===== src/rtl/tqm_pkg.sv =====
package tqm_pkg;

  typedef enum logic [2:0] {
    ST_OFF  = 3'd0,  // regulator not good, everything held off
    ST_QUAL = 3'd1,  // pin held low, counting ticks
    ST_NORM = 3'd2,  // normal timing until next power-up
    ST_TEST = 3'd3,  // quick test timing, pin still low
    ST_TREL = 3'd4   // quick test timing, pin released, waiting for low
  } tq_state_e;

  function automatic logic is_test(tq_state_e s);
    return (s == ST_TEST) || (s == ST_TREL);
  endfunction

endpackage


===== src/rtl/tqm_sync.sv =====
module tqm_sync #(
  parameter int STAGES = 2,
  parameter logic RST_VAL = 1'b1
) (
  input  logic clk,
  input  logic rst,
  input  logic d_i,
  output logic q_o
);

  logic [STAGES-1:0] chain_q;

  generate
    for (genvar i = 0; i < STAGES; i++) begin : g_stage
      if (i == 0) begin : g_first
        always_ff @(posedge clk) begin
          if (rst) chain_q[i] <= RST_VAL;
          else     chain_q[i] <= d_i;
        end
      end else begin : g_next
        always_ff @(posedge clk) begin
          if (rst) chain_q[i] <= RST_VAL;
          else     chain_q[i] <= chain_q[i-1];
        end
      end
    end
  endgenerate

  assign q_o = chain_q[STAGES-1];

endmodule


===== src/rtl/tqm_tick_timer.sv =====
module tqm_tick_timer #(
  parameter int LIMIT = 25
) (
  input  logic clk,
  input  logic rst,
  input  logic run_i,
  input  logic tick_i,
  output logic done_o
);

  localparam int CW = (LIMIT < 2) ? 1 : $clog2(LIMIT + 1);
  localparam logic [CW-1:0] LIM = CW'(LIMIT);

  logic [CW-1:0] cnt_q;

  always_ff @(posedge clk) begin
    if (rst || !run_i) begin
      cnt_q <= '0;
    end else if (tick_i && (cnt_q != LIM)) begin
      cnt_q <= cnt_q + 1'b1;
    end
  end

  assign done_o = (cnt_q == LIM);

endmodule


===== src/rtl/tqm_mode_fsm.sv =====
module tqm_mode_fsm
  import tqm_pkg::*;
(
  input  logic clk,
  input  logic rst,
  input  logic reg_good_i,
  input  logic ctrl_low_i,
  input  logic qual_done_i,
  output logic qual_run_o,
  output logic test_mode_o,
  output logic mon_en_o
);

  tq_state_e st_q, st_d;
  logic      test_q, mon_q;

  always_comb begin
    st_d = st_q;
    if (!reg_good_i) begin
      st_d = ST_OFF;
    end else begin
      unique case (st_q)
        ST_OFF:  st_d = ctrl_low_i ? ST_QUAL : ST_NORM;
        ST_QUAL: begin
          if (!ctrl_low_i)      st_d = ST_NORM;
          else if (qual_done_i) st_d = ST_TEST;
        end
        ST_TEST: if (!ctrl_low_i) st_d = ST_TREL;
        ST_TREL: if (ctrl_low_i)  st_d = ST_NORM;
        ST_NORM: st_d = ST_NORM;
        default: st_d = ST_OFF;
      endcase
    end
  end

  always_ff @(posedge clk) begin
    if (rst) begin
      st_q   <= ST_OFF;
      test_q <= 1'b0;
      mon_q  <= 1'b0;
    end else begin
      st_q   <= st_d;
      test_q <= is_test(st_d);
      mon_q  <= (st_d != ST_OFF);
    end
  end

  assign qual_run_o  = (st_q == ST_QUAL);
  assign test_mode_o = test_q;
  assign mon_en_o    = mon_q;

endmodule


===== src/rtl/pwrup_testmode_qual.sv =====
module pwrup_testmode_qual #(
  parameter int QUAL_TICKS  = 25,
  parameter int SYNC_STAGES = 2
) (
  input  logic clk,
  input  logic rst,
  input  logic reg_good_i,
  input  logic ctrl_n_i,
  input  logic tick_i,
  output logic test_mode_o,
  output logic mon_en_o
);

  logic ctrl_n_s;
  logic qual_run;
  logic qual_done;

  // Pin idles high, so the synchroniser resets to high.
  tqm_sync #(
    .STAGES (SYNC_STAGES),
    .RST_VAL(1'b1)
  ) u_sync (
    .clk(clk),
    .rst(rst),
    .d_i(ctrl_n_i),
    .q_o(ctrl_n_s)
  );

  tqm_tick_timer #(
    .LIMIT(QUAL_TICKS)
  ) u_timer (
    .clk   (clk),
    .rst   (rst),
    .run_i (qual_run),
    .tick_i(tick_i),
    .done_o(qual_done)
  );

  tqm_mode_fsm u_fsm (
    .clk        (clk),
    .rst        (rst),
    .reg_good_i (reg_good_i),
    .ctrl_low_i (!ctrl_n_s),
    .qual_done_i(qual_done),
    .qual_run_o (qual_run),
    .test_mode_o(test_mode_o),
    .mon_en_o   (mon_en_o)
  );

endmodule


===== config.mk =====
export PLATFORM = sky130hd
export DESIGN_NAME = pwrup_testmode_qual
export DESIGN_NICKNAME = d
export VERILOG_FILES = /design/src/rtl/tqm_pkg.sv /design/src/rtl/tqm_sync.sv /design/src/rtl/tqm_tick_timer.sv /design/src/rtl/tqm_mode_fsm.sv /design/src/rtl/pwrup_testmode_qual.sv
export SDC_FILE = /design/constraint.sdc
export NUM_CORES = 1
export LEC_CHECK = 0
export CAP_MARGIN = 20
export CORE_AREA = 2 2 39 41
export CTS_CLUSTER_DIAMETER = 50
export CTS_CLUSTER_SIZE = 25
export DETAILED_ROUTE_END_ITERATION = 10
export DIE_AREA = 0 0 41 43
export DONT_BUFFER_PORTS = 1
export SLEW_MARGIN = 20
export SYNTH_ARGS = -nofsm -noshare
export SYNTH_HDL_FRONTEND = slang
export SYNTH_SLANG_ARGS = --single-unit

===== constraint.sdc =====
create_clock -name clk -period 3.67 [get_ports clk]
set_input_delay 0.734 -clock clk [delete_from_list [all_inputs] [get_ports clk]]
set_output_delay 0.734 -clock clk [all_outputs]
set_load 0.03 [all_outputs]

## Word level (Yosys, flattened, before mapping)

Cells that the tools add are included.

| operators by class | value |
|---|---|
| add/subtract/negate cells | 1 |
| reduce and logical (&&, ||, !) cells | 6 |
| multiplexer cells | 7 |
| equal/unequal tests | 8 |

Operators with widths:

| cell | number |
|---|---|
| 2-to-1 mux 3 bit | 5 |
| case mux 3 bit (5 select lines) | 1 |
| equality test 3 x 2 -> 1 bit (second input constant) | 3 |
| equality test 3 bit (second input constant) | 2 |
| adder 5 x 1 -> 5 bit (second input constant) | 1 |
| equality test 5 bit (second input constant) | 1 |
| inequality test 5 bit (second input constant) | 1 |
| equality test 3 x 1 -> 1 bit (second input constant) | 1 |
| logical NOT 3 bit | 1 |
| nonzero test 3 bit | 1 |
| logical OR 1 bit | 2 |
| 2-to-1 mux 2 bit | 1 |
| logical AND 1 bit | 1 |
| logical NOT 1 bit | 1 |

| word-level totals | value |
|---|---|
| flip-flop bits (word level) | 12 |
| input bits | 5 |
| output and inout bits | 2 |
| word-level logic and storage cells | 28 |

## Longest topological paths before layout

| logic depth | value |
|---|---|
| word-level depth | 7 |
| gate-level depth with buffers | 6 |
| mapped depth without buffers | 5 |

## Hierarchy

From an unflattened synthesis, not the netlist that was laid out.

| second synthesis, totals | value |
|---|---|
| cells, all modules | 56 |
| area total of the unflattened synthesis | 530.5 um^2 |

By module, submodules not included:

| module | instances | area each (um^2) | cells each | seq. area each (um^2) |
|---|---|---|---|---|
| tqm_tick_timer | 1 | 255.2 | 27 | 100.1 |
| tqm_mode_fsm | 1 | 219.0 | 24 | 100.1 |
| tqm_sync | 1 | 52.6 | 4 | 40.0 |
| pwrup_testmode_qual | 1 | 3.8 | 1 | 0.0 |

## Worst setup path after synthesis

Ideal clock, no wire load.

| timing | value |
|---|---|
| path type | flip-flop to flip-flop |
| start point | register u_timer.cnt_q[1] |
| end point | register u_fsm.st_q[1] |
| library setup time | 0.138 ns |
| clock period less this slack | 1.416 ns |
| arrival | 1.278 ns |
| setup slack | 2.254 ns |
| stages on the path, launching flop included | 7 |
| path through | dfxtp_1 inv_1 ha_1 and4b_1 buf_2 a2111oi_0 a2111oi_1 |

| on the way | value |
|---|---|
| cells in the longest elaborated chain, start to end | 5 |

RTL lines:

| item | line | text |
|---|---|---|
| from (decl) | tqm_tick_timer.sv:14 | `logic [CW-1:0] cnt_q;` |
| from (signal assigned) | tqm_tick_timer.sv:20 | `cnt_q <= cnt_q + 1'b1;` |
| equality test 5 bit | tqm_tick_timer.sv:24 | `assign done_o = (cnt_q == LIM);` |
| 2-to-1 mux 3 bit | tqm_mode_fsm.sv:26 | `else if (qual_done_i) st_d = ST_TEST;` |
| 2-to-1 mux 3 bit | tqm_mode_fsm.sv:25 | `if (!ctrl_low_i) st_d = ST_NORM;` |
| case mux 3 bit (5 select lines) | tqm_mode_fsm.sv:22 | `unique case (st_q)` |
| 2-to-1 mux 3 bit | tqm_mode_fsm.sv:19 | `if (!reg_good_i) begin` |
| to (signal assigned) | tqm_mode_fsm.sv:42 | `st_q <= st_d;` |
| to (decl) | tqm_mode_fsm.sv:14 | `tq_state_e st_q, st_d;` |

No other way between the ends.
A chain may end at the register's enable or synchronous reset.

## Worst setup path after layout

Ends and elaborated chain as after synthesis.

==> results.txt <==
The run finished with clean final reports. Counting every net in the synthesized netlist gives 62. The pin slew with the least headroom to its limit was 0.371 ns; the clock-pin slew of the registers on the worst-case setup and hold paths was 0.07 ns. Buffers inserted to repair hold after CTS numbered 0.

The die is 43 um tall. The per-cell via count in the routed design works out to 5.33. The final net count was 66; the synthesis warning total was 0. For the total via count after detailed routing, the log shows 389.

For this design the top-level I/O count stands at 7. In this run the power density over the cells is 396 mW/mm2. The internal power consumption is 0.000174 W.

The logs give 0.348 for the part of the total power dissipated in the clock network and 0 for the antenna diode count. The worst slew margin relative to its limit is 0.746, and the first-pass GRT wire length is 1490 um. The run gives 2 as the deepest clock path buffer count.

The sequential area share after synthesis came out at 0.466. STA classifies the critical path startpoint as a flip-flop. Along the worst path, the maximum fanout reaches 7. The tools report the number of design-rule violations left by the first detailed-router iteration as 16. In this run the power spent charging and discharging nets is 0.0000454 W. Number of max-slew violations in the final report: 0. In this run the static leakage power is 0.199 nW.

Proportion of layout cells with a drive suffix above 1: 0.175. Grouping stages by cell kind, the critical path spends the most delay in compound AO/OA/AOI/OAI gates. The later pin in the worst-skew pair is clocked with a latency of 0.27 ns. The share of the synthesized area in the top cell type is 0.466. The tools report the remaining global-route overflow as 0. The min-delay analysis places its worst path in the category reg -> reg.

The die outline area is 0.00176 mm2, and the number of buffers created by CTS is 3. The first detailed-routing pass ran for 4 iterations. The slowest stage of the critical path is the sky130_fd_sc_hd__a2111oi_0 cell.

Post-CTS timing repair inserted 0 buffers for setup. The detail route stage leaves a number of antenna-violating nets equal to 0. Yosys mapped a number of flops with a built-in enable equal to 0. The global router's overall resource usage came out at 0.127.

The cell count after synthesis came out at 55. In this run the clock root is driven by a sky130_fd_sc_hd__clkbuf_4. The combinational fraction of design power is 0.031.

The floorplan step defined a core boundary enclosing 0.00138 mm2. The tools report the floorplan row count as 14. Traced cell by cell, the critical path runs through inv_1, ha_1, and4b_1, a2111oi_0, a2111oi_1. Setup violations remaining at the end of the flow were counted as 0. The most used flip-flop cell after synthesis is sky130_fd_sc_hd__dfxtp_1.

The number of antenna violations at the first check in global routing is 0, and the portion of the clock cycle consumed by the worst path in the final layout is 0.412. The setup path with the least slack is of type reg -> reg. The non-filler instance count after layout was 73; the area growth from synthesis to final layout was 7.28%. The highest cell delay on the worst timing path is 0.44 ns.

Setup repair after global routing left no endpoint under its margin. The placed instance count is 70. Number of clock sinks: 12. For the number of design rule violations left after detail routing, the log shows 0. The tools report the effective utilization at floorplan as 0.373. The mapped netlist covers 515 um2.

TritonCTS built the clock tree. Entering global routing, the biggest net connects 9 pins. The accumulated negative setup slack is 0 ns, and the mean instance size in the synthesized netlist is 9.37 um2. The HPWL after detailed placement came out at 620 um. After synthesis, the cell types taking the most area are sky130_fd_sc_hd__dfxtp_1, sky130_fd_sc_hd__ha_1, sky130_fd_sc_hd__nand4_1.

The peak ir drop on the vdd network is 151 uV. The setup clock skew after layout is 0.00304 ns, and the number of hold violations in the final report is 0. Counting instances in the post-synthesis netlist gives the leading cell types as sky130_fd_sc_hd__dfxtp_1, sky130_fd_sc_hd__nor2_1, sky130_fd_sc_hd__inv_1. At the end of routability-driven placement, the weighted congestion stood at 0.757.

Measured along the x axis, the die boundary spans 41 um. The net switching fraction of the power works out to 0.207. For this block, the routed nets add up to 841 um of wire.

Yosys instantiated no cell more often than sky130_fd_sc_hd__dfxtp_1. STA puts the critical path data required time at 3.81 ns. For the data arrival time of the critical path, the log shows 1.65 ns. The time the final worst path needs with I/O delays and setup came out at 1.51 ns.

The tool flagged a number of max-cap violations equal to 0. The mean routed wirelength per cell is 11.5 um. The quantity of I/O buffers inserted on ports is 0, and the share of async-settable or async-resettable flops after synthesis is 0. The run gives 360 as the via count of the first global-routing pass. The sequential power share is 0.621. The tools report the kind of capture point of the worst setup path as a flip-flop. The flip-flop and latch count after synthesis is 12. The count of buffer and inverter cells on the critical path was 1. sky130_fd_sc_hd__dfxtp_1 takes more of the synthesized area than any other cell.

Counting distinct cell types in the post-synthesis netlist gives 26. After clock tree synthesis, the repair step resized 0 gates. The run gives 1 as the depth of the CTS H-tree.

The highest clock rate is 662 MHz.
-- placed cells by master (no fill, tap or decap), drive strengths merged, types with 2 or more instances in the layout --
| cell type | instances |
|---|---|
| nand3 | 2 |
| or3 | 3 |
| o21ai | 3 |
| clkbuf | 3 |
| ha | 2 |
| a2111oi | 2 |
| xor2 | 2 |
| nor3b | 2 |
| or2 | 2 |
| nand2 | 2 |
| a21oi | 2 |
| nor2 | 5 |
| inv | 5 |
| nand4 | 3 |
| dfxtp | 12 |
-- logic make-up (layout without fill, tap and decap cells) --
group,Yosys count,in the layout,synth area share
xor+xnor,2,2,0.0340
fa+ha+maj,2,2,0.0485
compound gates,11,11,0.143
simple gates,22,22,0.262
flops,12,12,0.466
buf+inv,6,8,0.0461
-- sequential cells by signal (all words and copies together), names as in the netlist --
register           count
u_fsm.mon_en_o         1
u_fsm.st_q             3
u_fsm.test_mode_o      1
u_sync.chain_q         1
u_sync.q_o             1
u_timer.cnt_q          5
-- through the flow --
stage / area (um2) / setup slack [ns] / total power [W] / hold WS [ns] / util
6_report: 553 / 2.16 / 0.000219 / 0.425 / 0.400
3_3_place_gp: 531 / 2.21 / 0.000146 / 0.405 / 0.383
4_1_cts: 553 / 2.16 / 0.000223 / 0.425 / 0.400
5_1_grt: 553 / 1.94 / 0.000230 / 0.449 / 0.400
3_5_place_dp: 531 / 2.18 / 0.000146 / 0.409 / 0.383
2_1_floorplan: 515 / 2.25 / 0.000144 / 0.389 / -
-- cell type report --
| class | count | area (um2) |
|---|---|---|
| clock buffers | 3 | 22.5 |
| flip-flops and latches | 12 | 240 |
| fillers | 143 | 831 |
| multi-input cells | 37 | 251 |
| inverters | 5 | 18.8 |
| well taps | 16 | 20.0 |
-- worst paths after layout --
path	startpoint	to	slack (ns)	cells past startpoint
max	u_timer.cnt_q[1]	u_fsm.st_q[1]	2.16	5
max reg2reg	u_timer.cnt_q[1]	u_fsm.st_q[1]	2.16	5
min	u_sync.chain_q[0]	u_sync.q_o	0.42	1
min reg2reg	u_sync.chain_q[0]	u_sync.q_o	0.42	1
-- power by group through the flow --
stage	clock network (W)	registers [W]	logic (W)
after CTS	0.0000805	0.000136	0.00000679
final	0.0000763	0.000136	0.00000676
after detailed placement	0	0.000139	0.00000675
after global routing	0.0000848	0.000137	0.00000815
after global placement	0	0.000139	0.00000674
after floorplan	0	0.000139	0.00000585
-- per-layer routing --
layer / part of all wire / global-route usage
met1: 0.49 / 0.172
met2: 0.42 / 0.166
met3: 0.067 / 0.0419
met4: 0.025 / 0.0800
met5: 0 / 0
Power figures use the tool's default switching activity.
